<file path="config.mk">
export PLATFORM = sky130hd
export DESIGN_NAME = fsec_ctrl
export DESIGN_NICKNAME = d
export VERILOG_FILES = /design/src/rtl/fsec_pkg.sv /design/src/rtl/fsec_nv_store.sv /design/src/rtl/fsec_key_entry.sv /design/src/rtl/fsec_sec_state.sv /design/src/rtl/fsec_ctrl.sv
export SDC_FILE = /design/constraint.sdc
export NUM_CORES = 1
export LEC_CHECK = 0
export BUFFER_PORTS_ARGS = -buffer_cell sky130_fd_sc_hd__buf_2
export CAP_MARGIN = 10
export CORE_MARGIN = 5
export CORE_UTILIZATION = 30
export DETAILED_ROUTE_END_ITERATION = 16
export PLACE_DENSITY = 0.43
export SKIP_LAST_GASP = 1
export SLEW_MARGIN = 20
export SYNTH_ARGS = -nofsm -noshare
export SYNTH_HDL_FRONTEND = slang
export SYNTH_SLANG_ARGS = --single-unit
</file>
<file path="constraint.sdc">
create_clock -name clk -period 2.6 [get_ports clk]
set_input_delay 0.13 -clock clk [delete_from_list [all_inputs] [get_ports clk]]
set_output_delay 0.13 -clock clk [all_outputs]
set_load 0.005 [all_outputs]
</file>
<file path="src/rtl/fsec_pkg.sv">
package fsec_pkg;
  localparam int BYTE_W        = 8;
  localparam int OPT_KEYEN_BIT = 7;
  localparam int SEC_LSB       = 0;
  localparam int SEC_W         = 2;
  localparam logic [SEC_W-1:0] SEC_OPEN_CODE = 2'b10;

  function automatic logic sec_field_open(input logic [BYTE_W-1:0] opt);
    return opt[SEC_LSB +: SEC_W] == SEC_OPEN_CODE;
  endfunction
endpackage

</file>
<file path="src/rtl/fsec_nv_store.sv">
module fsec_nv_store
  import fsec_pkg::*;
#(
  parameter int KEY_BYTES = 8,
  parameter int ADDR_W    = 4,
  parameter logic [KEY_BYTES*BYTE_W-1:0] KEY_INIT = '0,
  parameter logic [BYTE_W-1:0] OPT_INIT  = 8'h80,
  parameter logic [BYTE_W-1:0] PROT_INIT = 8'hFF
) (
  input  logic                          clk,
  input  logic                          pgm_en,
  input  logic [ADDR_W-1:0]             pgm_addr,
  input  logic [BYTE_W-1:0]             pgm_data,
  input  logic                          mass_erase,
  output logic [KEY_BYTES*BYTE_W-1:0]   key_flat,
  output logic [BYTE_W-1:0]             nv_opt,
  output logic [BYTE_W-1:0]             nv_prot
);
  localparam int KEY_W = KEY_BYTES * BYTE_W;
  localparam logic [ADDR_W-1:0] ADDR_PROT = ADDR_W'(KEY_BYTES);
  localparam logic [ADDR_W-1:0] ADDR_OPT  = ADDR_W'(KEY_BYTES + 1);

  // Nonvolatile content: never touched by reset.
  logic [KEY_W-1:0]  key_r  = KEY_INIT;
  logic [BYTE_W-1:0] opt_r  = OPT_INIT;
  logic [BYTE_W-1:0] prot_r = PROT_INIT;

  always_ff @(posedge clk) begin
    if (mass_erase) begin
      key_r  <= '1;
      prot_r <= '1;
      opt_r  <= opt_r;
      opt_r[OPT_KEYEN_BIT]     <= 1'b0;
      opt_r[SEC_LSB +: SEC_W]  <= SEC_OPEN_CODE;
    end else if (pgm_en) begin
      for (int i = 0; i < KEY_BYTES; i++) begin
        if (pgm_addr == ADDR_W'(i)) key_r[i*BYTE_W +: BYTE_W] <= pgm_data;
      end
      if (pgm_addr == ADDR_PROT) prot_r <= pgm_data;
      if (pgm_addr == ADDR_OPT)  opt_r  <= pgm_data;
    end
  end

  assign key_flat = key_r;
  assign nv_opt   = opt_r;
  assign nv_prot  = prot_r;
endmodule

</file>
<file path="src/rtl/fsec_key_entry.sv">
module fsec_key_entry
  import fsec_pkg::*;
#(
  parameter int KEY_BYTES = 8,
  localparam int IDX_W = $clog2(KEY_BYTES),
  localparam int CNT_W = IDX_W + 1
) (
  input  logic                        clk,
  input  logic                        rst,
  input  logic                        enable,
  input  logic                        wr_en,
  input  logic [IDX_W-1:0]            wr_idx,
  input  logic [BYTE_W-1:0]           wr_data,
  input  logic                        cmp,
  input  logic                        from_dbg,
  input  logic [KEY_BYTES*BYTE_W-1:0] stored_key,
  output logic                        hit,
  output logic                        mismatch_q
);
  localparam int KEY_W = KEY_BYTES * BYTE_W;
  localparam logic [CNT_W-1:0] FULL = CNT_W'(KEY_BYTES);

  logic [BYTE_W-1:0] cand [KEY_BYTES];
  logic [CNT_W-1:0]  cnt_q;
  logic [KEY_BYTES-1:0] byte_eq;

  // Only the user bus, with the backdoor enabled and no prior failure, counts.
  logic accept;
  logic usr_wr, usr_cmp, in_order, blank, all_ok;

  assign accept   = enable && !from_dbg && !mismatch_q;
  assign usr_wr   = accept && wr_en;
  assign usr_cmp  = accept && cmp;
  assign in_order = ({1'b0, wr_idx} == cnt_q);

  genvar g;
  generate
    for (g = 0; g < KEY_BYTES; g++) begin : g_cmp
      assign byte_eq[g] = (cand[g] == stored_key[g*BYTE_W +: BYTE_W]);
    end
  endgenerate

  assign blank  = (stored_key == '0) || (stored_key == {KEY_W{1'b1}});
  assign all_ok = (&byte_eq) && (cnt_q == FULL) && !blank;
  assign hit    = usr_cmp && all_ok;

  // Candidate buffer carries no reset; it is qualified by the byte counter.
  always_ff @(posedge clk) begin
    if (usr_wr && in_order && !usr_cmp) cand[wr_idx] <= wr_data;
  end

  always_ff @(posedge clk) begin
    if (rst) begin
      cnt_q      <= '0;
      mismatch_q <= 1'b0;
    end else if (usr_cmp) begin
      if (!all_ok) mismatch_q <= 1'b1;
    end else if (usr_wr) begin
      if (in_order) cnt_q <= cnt_q + 1'b1;
      else          mismatch_q <= 1'b1;
    end
  end
endmodule

</file>
<file path="src/rtl/fsec_sec_state.sv">
module fsec_sec_state
  import fsec_pkg::*;
(
  input  logic              clk,
  input  logic              rst,
  input  logic [BYTE_W-1:0] nv_opt,
  input  logic [BYTE_W-1:0] nv_prot,
  input  logic              hit,
  output logic [BYTE_W-1:0] opt_q,
  output logic [BYTE_W-1:0] prot_q,
  output logic              unlocked_q,
  output logic              secure_q
);
  always_ff @(posedge clk) begin
    if (rst) begin
      opt_q      <= nv_opt;
      prot_q     <= nv_prot;
      unlocked_q <= 1'b0;
      secure_q   <= !sec_field_open(nv_opt);
    end else if (hit) begin
      unlocked_q <= 1'b1;
      secure_q   <= 1'b0;
    end
  end
endmodule

</file>
<file path="src/rtl/fsec_ctrl.sv">
module fsec_ctrl
  import fsec_pkg::*;
#(
  parameter int KEY_BYTES = 8,
  parameter int NV_ADDR_W = 4,
  parameter logic [KEY_BYTES*8-1:0] NV_KEY_INIT  = 64'h0123_4567_89AB_CDEF,
  parameter logic [7:0]             NV_OPT_INIT  = 8'h80,
  parameter logic [7:0]             NV_PROT_INIT = 8'hFF,
  localparam int IDX_W = $clog2(KEY_BYTES)
) (
  input  logic                 clk,
  input  logic                 rst,
  input  logic                 nv_pgm_en,
  input  logic [NV_ADDR_W-1:0] nv_pgm_addr,
  input  logic [7:0]           nv_pgm_data,
  input  logic                 mass_erase,
  input  logic                 key_wr_en,
  input  logic [IDX_W-1:0]     key_wr_idx,
  input  logic [7:0]           key_wr_data,
  input  logic                 key_cmp,
  input  logic                 key_from_dbg,
  output logic [7:0]           opt_q,
  output logic [7:0]           prot_q,
  output logic                 key_enabled,
  output logic                 secure,
  output logic                 unlocked,
  output logic                 key_mismatch
);
  logic [KEY_BYTES*BYTE_W-1:0] key_flat;
  logic [BYTE_W-1:0] nv_opt, nv_prot;
  logic hit;

  fsec_nv_store #(
    .KEY_BYTES(KEY_BYTES), .ADDR_W(NV_ADDR_W),
    .KEY_INIT(NV_KEY_INIT), .OPT_INIT(NV_OPT_INIT), .PROT_INIT(NV_PROT_INIT)
  ) nv_i (
    .clk(clk), .pgm_en(nv_pgm_en), .pgm_addr(nv_pgm_addr), .pgm_data(nv_pgm_data),
    .mass_erase(mass_erase), .key_flat(key_flat), .nv_opt(nv_opt), .nv_prot(nv_prot)
  );

  fsec_key_entry #(.KEY_BYTES(KEY_BYTES)) ke_i (
    .clk(clk), .rst(rst),
    .enable(opt_q[OPT_KEYEN_BIT] && !unlocked),
    .wr_en(key_wr_en), .wr_idx(key_wr_idx), .wr_data(key_wr_data),
    .cmp(key_cmp), .from_dbg(key_from_dbg), .stored_key(key_flat),
    .hit(hit), .mismatch_q(key_mismatch)
  );

  fsec_sec_state st_i (
    .clk(clk), .rst(rst), .nv_opt(nv_opt), .nv_prot(nv_prot), .hit(hit),
    .opt_q(opt_q), .prot_q(prot_q), .unlocked_q(unlocked), .secure_q(secure)
  );

  assign key_enabled = opt_q[OPT_KEYEN_BIT];
endmodule

</file>
==> results.ini, run 1 <==
[outcome]
outcome = finished clean

[pwr]
p_leak_uw = 0.002780
irDropWorstVdd_uv = 326.9
p_per_area_nw_per_um2 = 686.7

[setup_path]
reg2regPathDepth = 6
path_max_fanout = 4
r2r-end = st_i.secure_q$_SDFFCE_PN0P_
r2r_start = nv_i.key_flat[37]$_SDFFE_PP1P_
crit_chain = xnor2_1, nand4_1, nor4_1, buf_4, nand4_1, o31ai_1
crit_path_end_kind = flip-flop
required_ns = 2.71
slowest_delay_ns = 0.50
rrSetupSlack_ns = 0.44
critPathArrivalTime_ns = 2.27
cp_slowest_cell = dfxtp_1
crit_type = flip-flop to flip-flop
critPathMostFrequentCell = nand4_1
startpoint_type = flip-flop

[synthesis]
synth_seq_cells = 167
synth-edff-count = 86
synthArstFlopShare_pct = 0
synth_nets = 583
ys_seq_area_share_pct = 60.98
yosysWarnings = 0
yosys.area.top_type = edfxtp_1
ys_top_cells_by_area = edfxtp_1, dfxtp_1, xnor2_1
synth.top_cell.area_share_pct = 37.46
yosys-top-cells-count = edfxtp_1, dfxtp_1, xnor2_1
ys.flop_type = edfxtp_1
synth_area_um2 = 6894
synth_cells = 551
syn_area_per_cell_um2 = 12.51
yosysUniqueCellTypes = 40
synthMostInstantiatedCell = edfxtp_1

[global_route]
grt_max_degree = 76
grt_overflow_total = 0
grt_antenna_before_repair = 0
track_usage_pct = 15.52
grt_pass1_vias = 4500
grt_pass1_wl_mm = 29.80

[final_layout]
nFillCells = 2202
area_growth_pct = 17.04
finalNetCount = 639
final_util_pct = 35.64
drive_gt1_share_pct = 17.58
antenna_cells = 0

[floorplan]
core_area_um2 = 22640
rows = 55
dieArea_um2 = 26110
start_util_pct = 30.45
ios = 50
die_w_um = 161.6
chipHeight_um = 161.6

[hold_path]
min_path_type = input port to flip-flop
worstHoldEndpoint = ke_i.cand[5][7]$_DFFE_PP_
whs_path_depth = 1
min_from = key_wr_data[7]

[timing]
max_freq_ghz = 0.4629
skew_ns = 0.008609
hold_viol_final = 0
rsz0062_at_grt = no
finalSetupViolations = 0
setup_slack_ns = 0.4395
final.setup.tns_ns = 0
tightest_slew_ns = 0.7915
fin_crit_sh_pct = 83.10
min_period_ns = 2.160
finalMaxSlewViolations = 0
relSlewSlack_pct = 47.23

[routing]
wl_per_cell_um = 21.80
first_iter_violations = 387
ant_nets = 0
viasPerCell = 4.997
drtPass1Iterations = 5
vias = 4522
wl_mm = 19.73
drc = 0

[clocking]
cts_sinks = 167
clk_latency_ns = 0.42
root_buffer = clkbuf_16
numCtsBuffers = 17
cts_buffer_depth = 2
cts_tree = done
cts-resized-gates = 0
clkTransAtPathRegs_ns = 0.07
post_cts_buffers = 0
cts_max_level = 4
ctsHoldBuffers = 0

[place]
io_buffers = 49
dp_slack_ns = 0.4058
place_hpwl_mm = 14.15
gp_congestion = 0.7842

[job]
maxCapViolations = 0

-- worst max-delay path: cells and delay by family, from the launching register on --
kind,cells,cell delay [ns]
AOI/OAI and AO/OA,1,0.33
xor gates and xnor gates,1,0.18
buffers and inverters,1,0.16
DFF,1,0.50
and+or+nand+nor,3,0.67
-- sequential cells by signal (all words and copies together), names as in the netlist --
register / cells
st_i.prot_q: 8
st_i.unlocked_q: 1
ke_i.mismatch_q: 1
ke_i.cnt_q: 4
st_i.opt_q: 8
nv_i.nv_prot: 8
st_i.secure_q: 1
nv_i.key_flat: 64
ke_i.cand: 64
nv_i.nv_opt: 8
-- cells in the final DEF, fill, tap and decap left out, types with 2 or more instances in the layout --
cell       count
a211o_1       57
and2_1         2
buf_2         49
buf_4         16
clkbuf_16     17
clkinv_2       3
clkinv_4       5
dfxtp_1       81
edfxtp_1      86
ha_1           2
inv_1         12
inv_6          3
mux2i_1       11
nand2_1       22
nand2b_1      10
nand3_1        2
nand3b_1      10
nand4_1       39
nor2_1        18
nor2b_1       49
nor3_1         4
nor3_2         3
nor3b_1        2
nor3b_2        2
nor4_1        25
nor4b_2        2
o21a_1         2
xnor2_1       65
xor2_1         4
-- final cells by class --
cell class / instances / area, um2 / area share [%]
timing repair buffer: 65 / 365.4 / 4.528
clock buffer: 19 / 442.9 / 5.489
sequential: 167 / 4204 / 52.10
tap: 285 / 356.6 / 4.419
multi-input combinational: 344 / 2532 / 31.38
inverter: 12 / 45.04 / 0.5582
clock inverter: 13 / 122.6 / 1.520
-- layer usage --
metal  part of all wire (%)  wire, um  vias to the layer above  global-route usage [%]
met1                     48      9376                     2212                   21.99
met5                      0         0                        -                       0
met3                    5.5      1092                       19                   2.730
met2                     46      8988                      153                   24.42
li1                       -         -                     2138                       -
met4                    1.4       271                        0                   4.498
-- cell families after synthesis --
logic type	share of synthesized area (%)
AO/OA/AOI/OAI	8.003
XOR/XNOR	8.766
adder cells (fa/ha/maj)	0.3629
buffers and inverters	2.378
flip-flops	60.98
multiplexers	1.597
AND/OR/NAND/NOR	17.91
-- per-stage QoR --
| step | instance area (um2) | std cells | total power, uW | hold WS (ns) |
|---|---|---|---|---|
| 2_1_floorplan | 6894 | 551 | 3028 | 0.2024 |
| 3_3_place_gp | 7503 | 873 | 3161 | 0.4049 |
| 3_5_place_dp | 7503 | 873 | 3163 | 0.4082 |
| 4_1_cts | 8069 | 905 | 5607 | 0.01913 |
| 5_1_grt | 8069 | 905 | 5751 | 0.02908 |
| 6_report | 8069 | 905 | 5541 | 0.02154 |
-- worst max path at each step --
stage	from	slack, ns	depth (start not counted)	endpoint
global route	nv_i.key_flat[37]$_SDFFE_PP1P_	0.30	6	st_i.secure_q$_SDFFCE_PN0P_
global placement	nv_i.key_flat[37]$_SDFFE_PP1P_	0.48	6	st_i.secure_q$_SDFFCE_PN0P_
floorplan	ke_i.cnt_q[0]$_SDFFE_PP0P_	0.19	4	ke_i.cand[2][0]$_DFFE_PP_
CTS	nv_i.key_flat[37]$_SDFFE_PP1P_	0.41	6	st_i.secure_q$_SDFFCE_PN0P_
finish	nv_i.key_flat[37]$_SDFFE_PP1P_	0.44	6	st_i.secure_q$_SDFFCE_PN0P_
detailed placement	nv_i.key_flat[37]$_SDFFE_PP1P_	0.41	6	st_i.secure_q$_SDFFCE_PN0P_
-- power breakdown --
| group | leakage [uW] | switching, uW | internal, uW |
|---|---|---|---|
| logic | 0.00108 | 162 | 96.1 |
| registers | 0.00142 | 42.0 | 2800 |
| clock network | 0.000278 | 1090 | 1360 |
No activity file was read; power rests on OpenSTA's default activity.
==> inputs of run 2 (changes only) <==
==> constraint.sdc (replaced) <==
create_clock -name clk -period 2 [get_ports clk]
set_input_delay 0.1 -clock clk [delete_from_list [all_inputs] [get_ports clk]]
set_output_delay 0.1 -clock clk [all_outputs]
set_load 0.005 [all_outputs]
==> run 2 against run 1 <==
Net effect: sequential cell count is the same; final area is 7.0% higher; clock skew up 0.0013 ns; sequential share of layout area fell by 3.3 points; register-to-register slack got worse by 0.42 ns; via count up 5.1%; global-route usage grew 0.24 points; total power rose by 30%; cell count rose by 5.7%; combinational power up 53%; critical endpoint is now ke_i.mismatch_q$_SDFFE_PP0P_; largest power group unchanged.
==> results.ini, run 2 (synthesized netlist as in run 1, its figures left out) <==
[global_route]
grt_overflow_total = 0
grt_max_degree = 40
track_usage_pct = 15.76
grt_pass1_vias = 4731
grt_pass1_wl_mm = 30.23
grt_antenna_before_repair = 0

[floorplan]
core_area_um2 = 22640
rows = 55
start_util_pct = 30.45
dieArea_um2 = 26110
chipHeight_um = 161.6
die_w_um = 161.6
ios = 50

[setup_path]
crit_type = flip-flop to flip-flop
slowest_delay_ns = 0.39
cp_slowest_cell = edfxtp_1
crit_chain = xnor2_1, nand4_1, nor4_2, buf_4, nand4_1, buf_4, o41a_1
path_max_fanout = 2
crit_path_end_kind = flip-flop
rrSetupSlack_ns = 0.02
critPathArrivalTime_ns = 2.29
path_buf_inv = 2
startpoint_type = flip-flop
required_ns = 2.31
path_delay_family = simple AND/OR/NAND/NOR gates

[clocking]
clk_latency_ns = 0.43
cts_sinks = 167
clkTransAtPathRegs_ns = 0.07
cts_max_level = 4
root_buffer = clkbuf_16
numCtsBuffers = 17
cts_buffer_depth = 2
cts_tree = done

[routing]
first_iter_violations = 309
vias = 4754
wl_mm = 20.34
drc = 0
drtPass1Iterations = 7
wl_per_cell_um = 21.25
viasPerCell = 4.968
ant_nets = 0

[timing]
rsz0062_at_grt = yes
fin_crit_sh_pct = 99.13
skew_ns = 0.009946
tightest_slew_ns = 0.5583
final.setup.tns_ns = 0
hold_ws_ns = 0.03298
finalMaxSlewViolations = 0
hold_viol_final = 0
relSlewSlack_pct = 62.78
max_freq_ghz = 0.5044
min_period_ns = 1.983
finalSetupViolations = 0

[place]
place_hpwl_mm = 14.82
io_buffers = 49
gp_congestion = 0.8341

[final_layout]
final_cell_mix = edfxtp_1, dfxtp_1, buf_4, a211o_1, xnor2_1
final_util_pct = 38.14
finalNetCount = 691
drive_gt1_share_pct = 27.53
final_common_cell = edfxtp_1
antenna_cells = 0
area_growth_pct = 25.26

[job]
maxCapViolations = 0

[pwr]
p_leak_uw = 0.003087
p_per_area_nw_per_um2 = 835.9
irDropWorstVdd_uv = 487.6

[outcome]
outcome = finished clean

[hold_path]
min_path_type = input port to flip-flop

[run 2: cell types whose count changed in the layout (fill, tap and decap cells not counted), sizes merged]
cell / before / now
buf: 65 / 115
bufinv: 1 / 0
clkbuf: 19 / 17
clkinv: 8 / 4
clkinvlp: 1 / 5
dlygate4sd3: 0 / 2
inv: 15 / 18
[run 2: worst register-to-register path: cells and delay by family (launching register included)]
family,cells,cell delay (ns)
DFF,1,0.39
AOI/OAI and AO/OA,1,0.35
and+or+nand+nor,3,0.60
xor gates and xnor gates,1,0.20
buffers and inverters,2,0.34
[run 2: per-stage QoR]
step                      cell area, um2  instances  power [uW]  worst slack [ns]
final                               8636        957        7219           0.01745
after global routing                8636        957        7488          -0.07783
after CTS                           8511        957        7295          -0.01154
after detailed placement            7900        922        4149           -0.1167
after global placement              7900        922        4145          -0.08304
after floorplan                     6929        551        3940           -0.1406
[run 2: worst paths after layout]
kind / cells past startpoint / from / to
max: 7 / ke_i.cand[1][0]$_DFFE_PP_ / ke_i.mismatch_q$_SDFFE_PP0P_
min: 1 / key_wr_data[5] / ke_i.cand[4][5]$_DFFE_PP_
max reg2reg: 7 / ke_i.cand[1][0]$_DFFE_PP_ / ke_i.mismatch_q$_SDFFE_PP0P_
min reg2reg: 0 / nv_i.nv_prot[2]$_SDFFE_PP1P_ / st_i.prot_q[2]$_DFFE_PP_
[run 2: layout make-up]
class,instances,area [um2]
flip-flops and latches,167,4212
inverters,12,45.04
fillers,2165,14000
repair buffers,117,772.0
well taps,285,356.6
clock buffers,17,425.4
multi-input cells,344,2685
clock inverters,15,140.1
[run 2: timing repair]
item | CTS | global route
gates resized for setup | 5 | 24
cloned | 0 | 0
hold buffers | 2 | 0
endpoints found under the setup margin | 19 | 59
pin swaps | 0 | 8
buffers inserted | 1 | 0
hold endpoints to repair | 11 | 0
[run 2: metal layers]
layer | part of all wire (%) | wire (um) | vias to the layer above | track usage, %
met1 | 49 | 9961 | 2356 | 22.14
met4 | 0.92 | 187 | 0 | 3.916
met3 | 4.1 | 844 | 13 | 3.164
met5 | 0 | 0 | - | 0
met2 | 46 | 9346 | 140 | 25.05
li1 | - | - | 2245 | -
[run 2: power breakdown]
part           switching (uW)  total [uW]  internal [uW]
combinational             238         395            157
clock                    1500        3140           1640
sequential               47.3        3680           3640
==> inputs of run 3 (changes only) <==
--- a/config.mk
+++ b/config.mk
@@ -8,9 +8,9 @@
 export BUFFER_PORTS_ARGS = -buffer_cell sky130_fd_sc_hd__buf_2
 export CAP_MARGIN = 10
 export CORE_MARGIN = 5
-export CORE_UTILIZATION = 30
+export CORE_UTILIZATION = 45
 export DETAILED_ROUTE_END_ITERATION = 16
-export PLACE_DENSITY = 0.43
+export PLACE_DENSITY = 0.6
 export SKIP_LAST_GASP = 1
 export SLEW_MARGIN = 20
 export SYNTH_ARGS = -nofsm -noshare
==> run 3 against run 2 <==
Net effect: clock power is 5% higher; largest cell class unchanged; cell count is 11% lower; via count down 1.7%; worst setup slack improved by 0.018 ns; count of clock-buffer cells in the layout rose by 7; global-route usage grew 5.5 points; utilization increased by 18 points; sequential cell count did not move; first-iteration DRC count is 21% higher; critical path type unchanged; non-clock buffer count decreased by 11; hold slack lost 0.019 ns; largest power group unchanged.
==> results.ini, run 3 (synthesized netlist as in run 1, its figures left out) <==
[final_layout]
drive_gt1_share_pct = 24.05
nFillCells = 1248
antenna_cells = 0
stdcell_area_um2 = 8398
finalNetCount = 680
final_common_cell = edfxtp_1
final_cell_mix = edfxtp_1, dfxtp_1, xnor2_1, a211o_1, buf_4
instances_no_fill = 849
area_growth_pct = 21.81

[setup_path]
crit_type = flip-flop to flip-flop
critPathArrivalTime_ns = 2.09
crit_path_end_kind = flip-flop
startpoint_type = flip-flop
required_ns = 2.13
path_max_fanout = 8
rrSetupSlack_ns = 0.04

[timing]
finalMaxSlewViolations = 0
finalSetupViolations = 0
relSlewSlack_pct = 51.30
rsz0062_at_grt = yes
setup_slack_ns = 0.03568
max_freq_ghz = 0.5091
hold_ws_ns = 0.01366
fin_crit_sh_pct = 98.22
tightest_slew_ns = 0.7305
min_period_ns = 1.964
hold_viol_final = 0
skew_ns = 0.007659

[floorplan]
start_util_pct = 45.69
ios = 50
die_w_um = 133.8
chipHeight_um = 133.8
core_area_um2 = 15090
dieArea_um2 = 17900
rows = 45

[pwr]
power.total_uw = 7341
irDropWorstVdd_uv = 571.5
p_per_area_nw_per_um2 = 874.1
p_leak_uw = 0.002998

[clocking]
cts_buffer_depth = 2
clk_latency_ns = 0.43
clkTransAtPathRegs_ns = 0.06
numCtsBuffers = 17
cts_tree = done
cts_max_level = 4
cts_sinks = 167
root_buffer = clkbuf_16

[place]
gp_congestion = 0.9439
dp_cells = 812
dp_slack_ns = -0.05091
io_buffers = 49
place_hpwl_mm = 13.19
dpl-instance-area_um2 = 7681

[global_route]
grt_max_degree = 76
track_usage_pct = 21.21
grt_pass1_vias = 4592
grt_overflow_total = 0
grt_pass1_wl_mm = 28.23
grt_antenna_before_repair = 0

[routing]
drc = 0
wl_per_cell_um = 21.36
wl_mm = 18.13
drtPass1Iterations = 4
first_iter_violations = 375
viasPerCell = 5.502
vias = 4671
ant_nets = 0

[job]
maxCapViolations = 0

[outcome]
outcome = finished clean

[hold_path]
min_path_type = input port to flip-flop

==> run 3: layout make-up <==
class	count	area, um2	area share, %
Clock buffer	24	519.2	6.183
Clock inverter	8	82.58	0.9833
Inverter	12	45.04	0.5364
Multi-Input combinational cell	344	2629	31.30
Sequential cell	167	4207	50.09
Tap cell	188	235.2	2.801
Timing Repair Buffer	106	680.7	8.105
==> run 3: metal layers <==
metal / global-route usage (%) / wire (um) / part of all wire, % / vias up
met5: 0 / 0 / 0 / -
met4: 7.086 / 407 / 2.2 / 0
met3: 4.351 / 985 / 5.4 / 28
met2: 33.07 / 8268 / 46 / 141
met1: 29.71 / 8469 / 47 / 2280
li1: - / - / - / 2222
==> run 3: worst max-delay path, stage by stage (launching register included) <==
cell and delay [ns]:
dfxtp_2 0.34, xor2_1 0.18, nor4_4 0.41, nand4_1 0.15
buf_4 0.18, nor3b_1 0.19, buf_4 0.22
==> run 3: path summary, 6_finish.rpt <==
kind / endpoint / depth (start not counted) / start
max: ke_i.cand[5][0]$_DFFE_PP_ / 6 / ke_i.cnt_q[0]$_SDFFE_PP0P_
min reg2reg: st_i.opt_q[5]$_DFFE_PP_ / 0 / nv_i.nv_opt[5]$_DFFE_PP_
max reg2reg: ke_i.cand[5][0]$_DFFE_PP_ / 6 / ke_i.cnt_q[0]$_SDFFE_PP0P_
min: ke_i.cand[7][2]$_DFFE_PP_ / 1 / key_wr_data[2]
==> run 3: repair_timing <==
item,CTS,global route
setup endpoints to repair,1,43
pin swaps,0,4
endpoints found under the hold margin,24,0
resized for setup,2,11
hold buffers,3,0
setup buffers,0,2
==> run 3: power breakdown <==
group          total (uW)  leakage, uW  switching (uW)  internal (uW)
clock                3290     0.000290            1330           1960
sequential           3690      0.00142            46.1           3640
combinational         367      0.00128             218            150
total                7340      0.00300            1590           5750
==> run 3: through the flow <==
stage	utilization, %	setup TNS [ns]
2_1_floorplan	-	-2.658
3_3_place_gp	50.90	-0.03867
3_5_place_dp	50.90	-0.05091
4_1_cts	55.17	0
5_1_grt	55.66	-0.1862
6_report	55.66	0
